$ cat src/rtl/dma_blk_pkg.sv
package dma_blk_pkg;

  typedef enum logic [2:0] {
    ST_IDLE,
    ST_ARB,
    ST_RD,
    ST_WR,
    ST_DEAD,
    ST_GAP
  } seq_state_e;

  typedef enum logic [1:0] {
    SM_OPEN,    // accepting: look for a low level
    SM_ARMED,   // block running, no high seen yet
    SM_HISEEN,  // block running, high already seen
    SM_POST     // block over, still waiting for a high
  } samp_state_e;

  function automatic logic [31:0] addr_step(input logic [31:0] a, input logic [31:0] step);
    return a + step;
  endfunction

  function automatic logic is_final(input logic [31:0] left);
    return left == 32'd1;
  endfunction

endpackage

$ cat src/rtl/dma_req_sampler.sv
module dma_req_sampler
  import dma_blk_pkg::*;
(
  input  logic clk,
  input  logic rst_n,
  input  logic en,
  input  logic req_n,
  input  logic activate,
  input  logic dead_end,
  output logic held,
  output logic accept_open
);

  samp_state_e st_q;

  always_ff @(posedge clk or negedge rst_n) begin
    if (!rst_n) begin
      st_q <= SM_OPEN;
      held <= 1'b0;
    end else if (!en) begin
      st_q <= SM_OPEN;
      held <= 1'b0;
    end else begin
      unique case (st_q)
        SM_OPEN: begin
          if (activate) begin
            held <= 1'b0;
            st_q <= SM_ARMED;
          end else if (!req_n) begin
            held <= 1'b1;
          end
        end
        SM_ARMED: begin
          if (dead_end) st_q <= req_n ? SM_OPEN : SM_POST;
          else if (req_n) st_q <= SM_HISEEN;
        end
        SM_HISEEN: begin
          if (dead_end) st_q <= SM_OPEN;
        end
        SM_POST: begin
          if (req_n) st_q <= SM_OPEN;
        end
        default: st_q <= SM_OPEN;
      endcase
    end
  end

  assign accept_open = en && (st_q == SM_OPEN);

endmodule

$ cat src/rtl/dma_xfer_ctr.sv
module dma_xfer_ctr
  import dma_blk_pkg::*;
#(
  parameter int AW        = 16,
  parameter int DW        = 8,
  parameter int SZW       = 4,
  parameter int CNTW      = 4,
  parameter int ADDR_STEP = 1
) (
  input  logic            clk,
  input  logic            rst_n,
  input  logic            load,
  input  logic [AW-1:0]   src_in,
  input  logic [AW-1:0]   dst_in,
  input  logic [SZW-1:0]  size_in,
  input  logic [CNTW-1:0] count_in,
  input  logic            activate,
  input  logic            rd_fire,
  input  logic            wr_fire,
  input  logic            blk_end,
  input  logic [DW-1:0]   rd_data,
  output logic [AW-1:0]   src_addr,
  output logic [AW-1:0]   dst_addr,
  output logic [DW-1:0]   wr_data,
  output logic            beat_last,
  output logic            blk_last
);

  logic [SZW-1:0]  size_cfg_q;
  logic [SZW-1:0]  size_left_q;
  logic [CNTW-1:0] blk_left_q;

  always_ff @(posedge clk or negedge rst_n) begin
    if (!rst_n) begin
      src_addr    <= '0;
      dst_addr    <= '0;
      wr_data     <= '0;
      size_cfg_q  <= '0;
      size_left_q <= '0;
      blk_left_q  <= '0;
    end else if (load) begin
      src_addr    <= src_in;
      dst_addr    <= dst_in;
      size_cfg_q  <= size_in;
      size_left_q <= size_in;
      blk_left_q  <= count_in;
    end else begin
      if (activate) size_left_q <= size_cfg_q;
      if (rd_fire) begin
        src_addr <= AW'(addr_step(32'(src_addr), 32'(ADDR_STEP)));
        wr_data  <= rd_data;
      end
      if (wr_fire) begin
        dst_addr    <= AW'(addr_step(32'(dst_addr), 32'(ADDR_STEP)));
        size_left_q <= size_left_q - 1'b1;
      end
      if (blk_end) blk_left_q <= blk_left_q - 1'b1;
    end
  end

  assign beat_last = is_final(32'(size_left_q));
  assign blk_last  = is_final(32'(blk_left_q));

endmodule

$ cat src/rtl/dma_block_fsm.sv
module dma_block_fsm
  import dma_blk_pkg::*;
#(
  parameter int MIN_GAP = 2
) (
  input  logic clk,
  input  logic rst_n,
  input  logic en,
  input  logic held,
  input  logic bus_gnt,
  input  logic beat_last,
  input  logic blk_last,
  output logic bus_req,
  output logic rd_en,
  output logic wr_en,
  output logic rd_phase,
  output logic activate,
  output logic dead_end,
  output logic last_end,
  output logic done
);

  localparam int GW = (MIN_GAP > 1) ? $clog2(MIN_GAP) : 1;

  seq_state_e    st_q;
  logic [GW-1:0] gap_q;

  assign bus_req  = (st_q == ST_ARB) || (st_q == ST_RD) || (st_q == ST_WR) || (st_q == ST_DEAD);
  assign rd_phase = (st_q == ST_RD);
  assign rd_en    = rd_phase && bus_gnt;
  assign wr_en    = (st_q == ST_WR) && bus_gnt;
  assign activate = (st_q == ST_ARB) && bus_gnt;
  assign dead_end = (st_q == ST_DEAD);
  assign last_end = dead_end && blk_last;

  always_ff @(posedge clk or negedge rst_n) begin
    if (!rst_n) begin
      st_q  <= ST_IDLE;
      gap_q <= '0;
      done  <= 1'b0;
    end else begin
      done <= last_end;
      unique case (st_q)
        ST_IDLE: if (en && held) st_q <= ST_ARB;
        ST_ARB:  if (bus_gnt) st_q <= ST_RD;
        ST_RD:   if (bus_gnt) st_q <= ST_WR;
        ST_WR:   if (bus_gnt) st_q <= beat_last ? ST_DEAD : ST_RD;
        ST_DEAD: begin
          st_q  <= ST_GAP;
          gap_q <= GW'(MIN_GAP - 1);
        end
        ST_GAP: begin
          if (gap_q == '0) st_q <= ST_IDLE;
          else gap_q <= gap_q - 1'b1;
        end
        default: st_q <= ST_IDLE;
      endcase
    end
  end

endmodule

$ cat src/rtl/dma_blk_seq.sv
module dma_blk_seq #(
  parameter int AW        = 16,
  parameter int DW        = 8,
  parameter int SZW       = 4,
  parameter int CNTW      = 4,
  parameter int ADDR_STEP = 1,
  parameter int MIN_GAP   = 2
) (
  input  logic            clk,
  input  logic            rst_n,
  input  logic            cfg_wr,
  input  logic            cfg_en,
  input  logic [AW-1:0]   cfg_src,
  input  logic [AW-1:0]   cfg_dst,
  input  logic [SZW-1:0]  cfg_size,
  input  logic [CNTW-1:0] cfg_count,
  input  logic            req_n,
  input  logic            bus_gnt,
  input  logic [DW-1:0]   mem_rdata,
  output logic            bus_req,
  output logic            mem_rd,
  output logic            mem_wr,
  output logic [AW-1:0]   mem_addr,
  output logic [DW-1:0]   mem_wdata,
  output logic            done,
  output logic            chan_en
);

  logic          en_q;
  logic          held;
  logic          accept_open;
  logic          activate;
  logic          dead_end;
  logic          last_end;
  logic          rd_phase;
  logic          beat_last;
  logic          blk_last;
  logic [AW-1:0] src_addr;
  logic [AW-1:0] dst_addr;

  always_ff @(posedge clk or negedge rst_n) begin
    if (!rst_n)        en_q <= 1'b0;
    else if (cfg_wr)   en_q <= cfg_en;
    else if (last_end) en_q <= 1'b0;
  end

  assign chan_en = en_q;

  dma_req_sampler u_samp (
    .clk         (clk),
    .rst_n       (rst_n),
    .en          (en_q),
    .req_n       (req_n),
    .activate    (activate),
    .dead_end    (dead_end),
    .held        (held),
    .accept_open (accept_open)
  );

  dma_xfer_ctr #(
    .AW        (AW),
    .DW        (DW),
    .SZW       (SZW),
    .CNTW      (CNTW),
    .ADDR_STEP (ADDR_STEP)
  ) u_ctr (
    .clk       (clk),
    .rst_n     (rst_n),
    .load      (cfg_wr),
    .src_in    (cfg_src),
    .dst_in    (cfg_dst),
    .size_in   (cfg_size),
    .count_in  (cfg_count),
    .activate  (activate),
    .rd_fire   (mem_rd),
    .wr_fire   (mem_wr),
    .blk_end   (dead_end),
    .rd_data   (mem_rdata),
    .src_addr  (src_addr),
    .dst_addr  (dst_addr),
    .wr_data   (mem_wdata),
    .beat_last (beat_last),
    .blk_last  (blk_last)
  );

  dma_block_fsm #(
    .MIN_GAP (MIN_GAP)
  ) u_fsm (
    .clk       (clk),
    .rst_n     (rst_n),
    .en        (en_q),
    .held      (held),
    .bus_gnt   (bus_gnt),
    .beat_last (beat_last),
    .blk_last  (blk_last),
    .bus_req   (bus_req),
    .rd_en     (mem_rd),
    .wr_en     (mem_wr),
    .rd_phase  (rd_phase),
    .activate  (activate),
    .dead_end  (dead_end),
    .last_end  (last_end),
    .done      (done)
  );

  assign mem_addr = rd_phase ? src_addr : dst_addr;

endmodule

$ cat config.mk
export PLATFORM = sky130hd
export DESIGN_NAME = dma_blk_seq
export DESIGN_NICKNAME = d
export VERILOG_FILES = /design/src/rtl/dma_blk_pkg.sv /design/src/rtl/dma_req_sampler.sv /design/src/rtl/dma_xfer_ctr.sv /design/src/rtl/dma_block_fsm.sv /design/src/rtl/dma_blk_seq.sv
export SDC_FILE = /design/constraint.sdc
export NUM_CORES = 1
export LEC_CHECK = 0
export ABC_CLOCK_PERIOD_IN_PS = 2690
export CAP_MARGIN = 25
export CORE_UTILIZATION = 50
export CTS_CLUSTER_DIAMETER = 120
export CTS_CLUSTER_SIZE = 24
export DETAILED_ROUTE_END_ITERATION = 8
export GPL_TIMING_DRIVEN = 0
export PLACE_DENSITY = 0.81
export SLEW_MARGIN = 20
export SYNTH_ARGS = -nofsm -noshare
export SYNTH_HDL_FRONTEND = slang
export SYNTH_SLANG_ARGS = --single-unit
export TNS_END_PERCENT = 100
$ cat constraint.sdc
create_clock -name clk -period 2.69 [get_ports clk]
set_clock_uncertainty 0.05 [all_clocks]
set_input_delay 0.807 -clock clk [delete_from_list [all_inputs] [get_ports clk]]
set_output_delay 0.807 -clock clk [all_outputs]
set_load 0.02 [all_outputs]
==> metrics.csv, run 1 <==
stage;metric;value;unit
worst_setup_path;Worst path slowest cell;dfrtp_1;
worst_setup_path;worst path bufs/invs;4;
synthesis;Yosys top cell by area;dfrtp_1;
route;Remaining DRCs;0;
clock_network;Clock Pin Slew Worst Setup and Hold Paths;0.07;ns
route;WL met2;4590;um
synthesis;post-synth top area share;44.0;%
route;Met1 Wirelength;4160;um
worst_setup_path;cell mode on critical path;buf_6;
place;IO Port Bufs;81;
route;Routed wire per std cell;16.9;um
synthesis;synth cell count leaders;61 x dfrtp_1, 53 x nand2_1, 45 x o21ai_0;
timing;Slew Viols, Final;0;
synthesis;Synth Cell Area;0.00347;sq mm
timing;min cycle time layout;2.68;ns
global_route;initial antenna violation count;0;
synthesis;Cell variety after synth;49;
worst_setup_path;CP max FO;5;
clock_network;H-tree level count;3;
synthesis;Synth Area in Simple Gates;21.8;%
clock_network;hold_buf cts;0;
route;vias;3282;
worst_setup_path;Reg-to-Reg End;u_ctr.dst_addr[10];
timing;final setup vio count;0;
worst_setup_path;Crit. End Element;primary output;
timing;RSZ-0062 raised after global routing;yes;
synthesis;mux cell area share after synthesis;9.17;%
synthesis;sequential fraction of the synthesis area;44.0;%
timing;actual slew at the worst max-slew pin;0.672;ns
synthesis;asr flop ratio synth;100;%
synthesis;count leader, synth;dfrtp_1;
worst_setup_path;reg2reg start;u_fsm.st_q[0];
timing;crit share post-route;99.5;%
synthesis;Seq cells post-synth;61;
synthesis;XOR/XNOR share of the synthesized area;6.32;%
timing;Fmax;374;MHz
route;DRT Wirelength;9520;um
synthesis;Synth Instances;377;
power;Leak;2.03;nW
power;VDD IR max;0.506;mV
synthesis;average size of a mapped cell;9.20;sq um
floorplanning;cell row count;29;
global_route;largest net degree at the start of global routing;36;
worst_setup_path;CP Class;reg2out;
floorplanning;Die Ht;85.3;um
place;dpl hpwl;6370;um
worst_setup_path;CP required;1.83;ns
clock_network;Root Buffer;clkbuf_8;
synthesis;Yosys Warn Count;0;
global_route;GRT overflow;0;
synthesis;complex-gate fraction of the synthesized area;12.2;%
power;Power Dens Cells;880;mW/mm^2
clock_network;Clock Path Buffers;2;
finish;Antenna Cells;0;
min_path;Hold/Removal Path Class;in2async;
clock_network;Sink Count;61;
global_route;first-pass GRT wire length;15100;um
floorplanning;initial core utilization;53.1;%
synthesis;number of enable flip-flop cells after synthesis;0;
synthesis;top cells by area, synth;dfrtp_1 44%, mux2_2 7.1%, o21ai_0 6.5%;
global_route;vias in the first global route;3098;
floorplanning;Die X;85.3;um
place;cell count after placement;536;
global_route;global router's overall resource usage;27.1;%
timing;Slew HR;55.1;%
outcome;status;finished clean;
place;post-place setup slack;-0.936;ns
synthesis;adder-cell share of the synthesized area;2.17;%
worst_setup_path;Crit path arrival time;1.82;ns
floorplanning;IO Pins;83;
worst_setup_path;Worst setup SP type;flop;
route;met3 wire length;587;um
clock_network;CTS Buf Count;9;
worst_setup_path;Worst Setup EP;mem_addr[5];
worst_setup_path;crit path cell chain;clkbuf_8 -> nor3b_4 -> buf_6 -> buf_8 -> mux2_4 -> buf_6;
synthesis;largest family of logic cells by synthesized area;simple AND/OR/NAND/NOR gates;
route;max layer used;met4;
worst_setup_path;Stages on worst setup path;6;
worst_setup_path;R2R cell count;8;
clock_network;Worst-Skew Late Latency;0.34;ns
timing;worst hold slack;0.334;ns
place;GPL Wtd Cong;0.876;
finish;Non-Filler Instances;564;
route;DRT antenna net count;0;
route;Initial DRC Count;314;
finish;share of cells above drive strength 1;17.9;%
clock_network;TritonCTS clock tree;built;
floorplanning;core footprint;0.00653;sq mm
route;DR vias/cell;5.82;
synthesis;Synth Flop Type;dfrtp_1;
synthesis;Net Count, Synth;437;
finish;Layout area overhead;39.6;%
timing;final worst slack;0.0126;ns
worst_setup_path;Worst path top cell family by delay;buffers and inverters;
worst_setup_path;launch point of the worst path;u_fsm.st_q[2];
worst_setup_path;r2r setup slk;0.43;ns
route;Initial DRT Pass Iterations;5;
timing;Final Hold Viols;0;
worst_setup_path;largest stage delay on the critical path;0.42;ns
finish;nets@finish;542;
job;maxcap violations;0;
floorplanning;die area;0.00727;sq mm
## layout by cell type (no fill, tap or decap), drive strengths merged, types with 3 or more instances in the layout
cell and instances:
clkbuf 29, nand2 53, nand2b 4, nor3b 3, or4 3, nand4 14
mux2 22, nor2b 4, buf 36, nand3 10, ha 6, nor2 20
a221o 4, inv 17, clkdlybuf4s50 60, xnor2 16, o21ai 45, a22oi 3
nor3 9, dfrtp 61, a21oi 5, a31oi 3, mux2i 7, nor4 15
xor2 9, and3 3
## power breakdown
group	total [mW]	internal [mW]	switching (mW)
Combinational	2.14	1.11	1.03
Sequential	1.25	1.09	0.160
Clock	0.872	0.503	0.370
Total	4.26	2.70	1.56
## kinds of logic after synthesis
family | Yosys count
compound gates | 71
xor+xnor | 25
fa+ha+maj | 6
buf+inv | 38
flops | 61
mux | 29
simple gates | 147
## sequential cells by signal (all words and copies together) (netlist names)
signal	cells
u_ctr.size_left_q	4
u_ctr.wr_data	8
u_samp.held	1
u_ctr.blk_left_q	4
u_fsm.done	1
u_fsm.gap_q	1
u_ctr.dst_addr	16
u_samp.st_q	2
u_fsm.st_q	3
u_ctr.size_cfg_q	4
chan_en	1
u_ctr.src_addr	16
## layer usage
metal | track usage [%] | vias to the layer above
met2 | 43.2 | 134
met3 | 5.35 | 17
met4 | 12.1 | 0
li1 | - | 1546
met1 | 36.0 | 1585
met5 | 0 | -
## cell type report
class | count | area, sq um
inverter | 18 | 68.8
timing repair buffer | 94 | 936
clock buffer | 13 | 169
clock inverter | 3 | 42.5
buffer | 20 | 130
sequential | 61 | 1530
multi-input combinational | 278 | 1870
fill | 495 | 1690
tap | 77 | 96.3
## worst min-delay path by stage
stage | endpoint | cells after the start
floorplan | u_fsm.done | 1
global placement | u_fsm.done | 1
detailed placement | u_fsm.done | 1
CTS | u_ctr.src_addr[15] | 1
global route | u_ctr.dst_addr[12] | 1
finish | u_fsm.st_q[0] | 1
## through the flow
step	utilization, %	TNS [ns]	total power [mW]	cell area [sq um]
2_1_floorplan	-	0	2.23	3470
3_3_place_gp	67.0	-90.60	2.90	4370
3_5_place_dp	67.2	-14.18	2.94	4390
4_1_cts	72.9	-0.712	4.10	4760
5_1_grt	74.1	-0.313	4.45	4840
6_report	74.1	0	4.26	4840
## timing repair
action                     CTS  global route
setup buffers                5             6
resized for setup          139            12
pin swaps                    3             1
setup endpoints to repair   27            19
cloned                       1             0
(Power assumes the default switching activity.)
==> run 2: changes to the inputs <==
==> constraint.sdc (replaced) <==
create_clock -name clk -period 2.69 [get_ports clk]
set_clock_uncertainty 0.05 [all_clocks]
set_input_delay 0.807 -clock clk [delete_from_list [all_inputs] [get_ports clk]]
set_output_delay 0.807 -clock clk [all_outputs]
set_load 0.01 [all_outputs]
==> run 2 against run 1 <==
Against the previous run: the flow now finishes with violations (setup timing); via count increased by 2.5%; hold slack improved by 0.0047 ns; non-clock buffer count increased by 9; clock power about the same; fmax decreased by 4.9%; die area unchanged; final cell count increased by 1.6%; routed wire length increased by 2.0%; setup slack got worse by 0.14 ns; global-route usage increased by 0.79 points; sequential power about the same; largest cell class unchanged; largest power group unchanged; highest routed layer unchanged.
==> metrics.csv, run 2 (synthesis results as in run 1) <==
stage;metric;value;unit
outcome;status;finished with violations;
outcome;failing checks;setup timing;
worst_setup_path;crit path cell chain;buf_6 -> nor3b_4 -> clkbuf_8 -> buf_6 -> mux2_4 -> buf_6;
power;Psw;1.45;mW
route;Met1 Wirelength;4040;um
route;Initial DRC Count;284;
global_route;vias in the first global route;3185;
floorplanning;cell row count;29;
power;Sw Share;34.0;%
finish;nets@finish;551;
power;Seq pwr share;29.3;%
finish;commonest non-fill, non-tap cells in the layout;61 x dfrtp_1, 60 x clkdlybuf4s50_1, 49 x nand2_1, 41 x o21ai_0, 21 x buf_6;
timing;Slew HR;55.0;%
route;WL met2;4710;um
clock_network;Sink Count;61;
clock_network;Worst-Skew Late Latency;0.34;ns
worst_setup_path;CP max FO;4;
route;met3 wire length;666;um
worst_setup_path;Crit. End Element;primary output;
power;clock power share;20.4;%
route;DRT Wirelength;9720;um
route;Routed wire per std cell;17.0;um
power;Gate power share;50.2;%
worst_setup_path;Worst path slowest cell;dfrtp_1;
route;Remaining DRCs;0;
route;Initial DRT Pass Iterations;5;
worst_setup_path;largest stage delay on the critical path;0.39;ns
finish;Final Util;75.4;%
global_route;largest net degree at the start of global routing;36;
global_route;GRT overflow;0;
power;VDD IR max;0.487;mV
route;vias;3364;
timing;RSZ-0062 raised after global routing;yes;
floorplanning;initial core utilization;53.1;%
timing;crit share post-route;105;%
timing;min cycle time layout;2.82;ns
floorplanning;die area;0.00727;sq mm
timing;Final Hold Viols;0;
global_route;global router's overall resource usage;27.9;%
timing;final worst slack;-0.126;ns
clock_network;Clock Path Buffers;2;
power;Power Dens Cells;866;mW/mm^2
global_route;first-pass GRT wire length;15500;um
timing;final setup vio count;16;
floorplanning;Die Ht;85.3;um
timing;Slew Viols, Final;0;
worst_setup_path;Crit path arrival time;1.96;ns
clock_network;hold_buf cts;0;
worst_setup_path;worst path bufs/invs;4;
route;max layer used;met4;
clock_network;Root Buffer;clkbuf_8;
floorplanning;IO Pins;83;
clock_network;TritonCTS clock tree;built;
worst_setup_path;CP Class;reg2out;
clock_network;H-tree level count;3;
power;Int Pwr;2.82;mW
job;maxcap violations;0;
min_path;Hold/Removal Path Class;in2async;
finish;commonest non-fill, non-tap cell in the layout;dfrtp_1;
global_route;initial antenna violation count;0;
floorplanning;Die X;85.3;um
finish;design area;0.00493;sq mm
route;DRT antenna net count;0;
worst_setup_path;Worst setup SP type;flop;
floorplanning;core footprint;0.00653;sq mm
worst_setup_path;cell mode on critical path;buf_6;
timing;Fmax;355;MHz
finish;Antenna Cells;0;
place;dpl hpwl;6370;um
finish;Top Registers;u_ctr.dst_addr: 16 flops, u_ctr.src_addr: 16 flops, u_ctr.wr_data: 8 flops;
place;GPL Wtd Cong;0.876;
worst_setup_path;Worst path top cell family by delay;buffers and inverters;
clock_network;Clock Pin Slew Worst Setup and Hold Paths;0.07;ns
route;DR vias/cell;5.87;
place;Post-Place Cell Area;0.00439;sq mm
worst_setup_path;CP required;1.83;ns
finish;Layout area overhead;42.1;%
finish;storage element area;0.00153;sq mm
place;IO Port Bufs;81;
finish;share of cells above drive strength 1;19.8;%
finish;# fillers;466;
clock_network;CTS Buf Count;9;
timing;actual slew at the worst max-slew pin;0.673;ns
finish;area taken by multi-input logic gates;0.00188;sq mm
power;Leak;2.08;nW
==> run 2: cell count changes in the layout (fill, tap and decap cells not counted), moves of 2 or more <==
cell      change
buf_2         +3
buf_6         +5
buf_8         -3
clkbuf_8      +2
nand2_1       -3
nand2_2       +3
==> run 2: repair_timing <==
| item | 4_1_cts | 5_1_grt |
|---|---|---|
| hold endpoints to repair | 0 | 0 |
| resized for setup | 121 | 12 |
| pin swaps | 3 | 1 |
| setup endpoints to repair | 26 | 18 |
| cloned | 1 | 0 |
| buffers inserted | 13 | 8 |
==> run 2: worst paths after layout <==
path                                          start            endpoint  slack, ns  cells after the start
worst max-delay path                  u_fsm.st_q[0]         mem_addr[5]      -0.13                      6
worst min-delay path                          rst_n       u_fsm.st_q[2]       0.34                      1
worst max register to register        u_fsm.st_q[0]  u_ctr.dst_addr[10]       0.33                      9
worst min register to register  u_ctr.blk_left_q[3]          u_fsm.done       0.43                      1
max in group asynchronous                     rst_n   u_ctr.src_addr[7]       1.74                      2
min in group clk                u_ctr.blk_left_q[3]          u_fsm.done       0.43                      1
==> run 2: cell type report <==
cell class / instances / area share [%]
timing repair buffer: 104 / 20.8
clock buffer: 13 / 3.43
sequential: 61 / 31.0
tap: 77 / 1.96
buffer: 19 / 2.39
multi-input combinational: 278 / 38.2
inverter: 18 / 1.40
clock inverter: 3 / 0.864
==> run 2: worst reg2reg max path: cells and delay by family (launching register included) <==
family | cells | cell delay [ns]
simple gates | 3 | 0.73
compound gates | 1 | 0.26
buf+inv | 5 | 0.84
flops | 1 | 0.37
==> run 2: through the flow <==
step                setup TNS (ns)  instances  worst slack, ns  power (mW)  hold WS, ns
floorplan                        0        377            0.280        2.07        0.390
global placement            -89.48        535            -1.28        2.73        0.414
detailed placement          -13.06        536           -0.868        2.78        0.411
CTS                          -1.27        566           -0.137        4.07        0.350
global route                 -1.70        573           -0.148        4.46        0.353
finish                       -1.23        573           -0.126        4.26        0.338
==> run 2: routing by layer <==
metal | GRT usage (%) | vias to the layer above
met5 | 0 | -
met2 | 44.7 | 159
li1 | - | 1564
met4 | 15.2 | 0
met3 | 4.57 | 25
met1 | 36.4 | 1616
==> run 2: power by group through the flow <==
| stage | clock [mW] | combinational [mW] | sequential [mW] |
|---|---|---|---|
| 6_report | 0.871 | 2.14 | 1.25 |
| 5_1_grt | 0.917 | 2.27 | 1.28 |
| 4_1_cts | 0.877 | 1.95 | 1.24 |
| 3_5_place_dp | 0 | 1.52 | 1.25 |
| 3_3_place_gp | 0 | 1.49 | 1.24 |
| 2_1_floorplan | 0 | 0.819 | 1.25 |
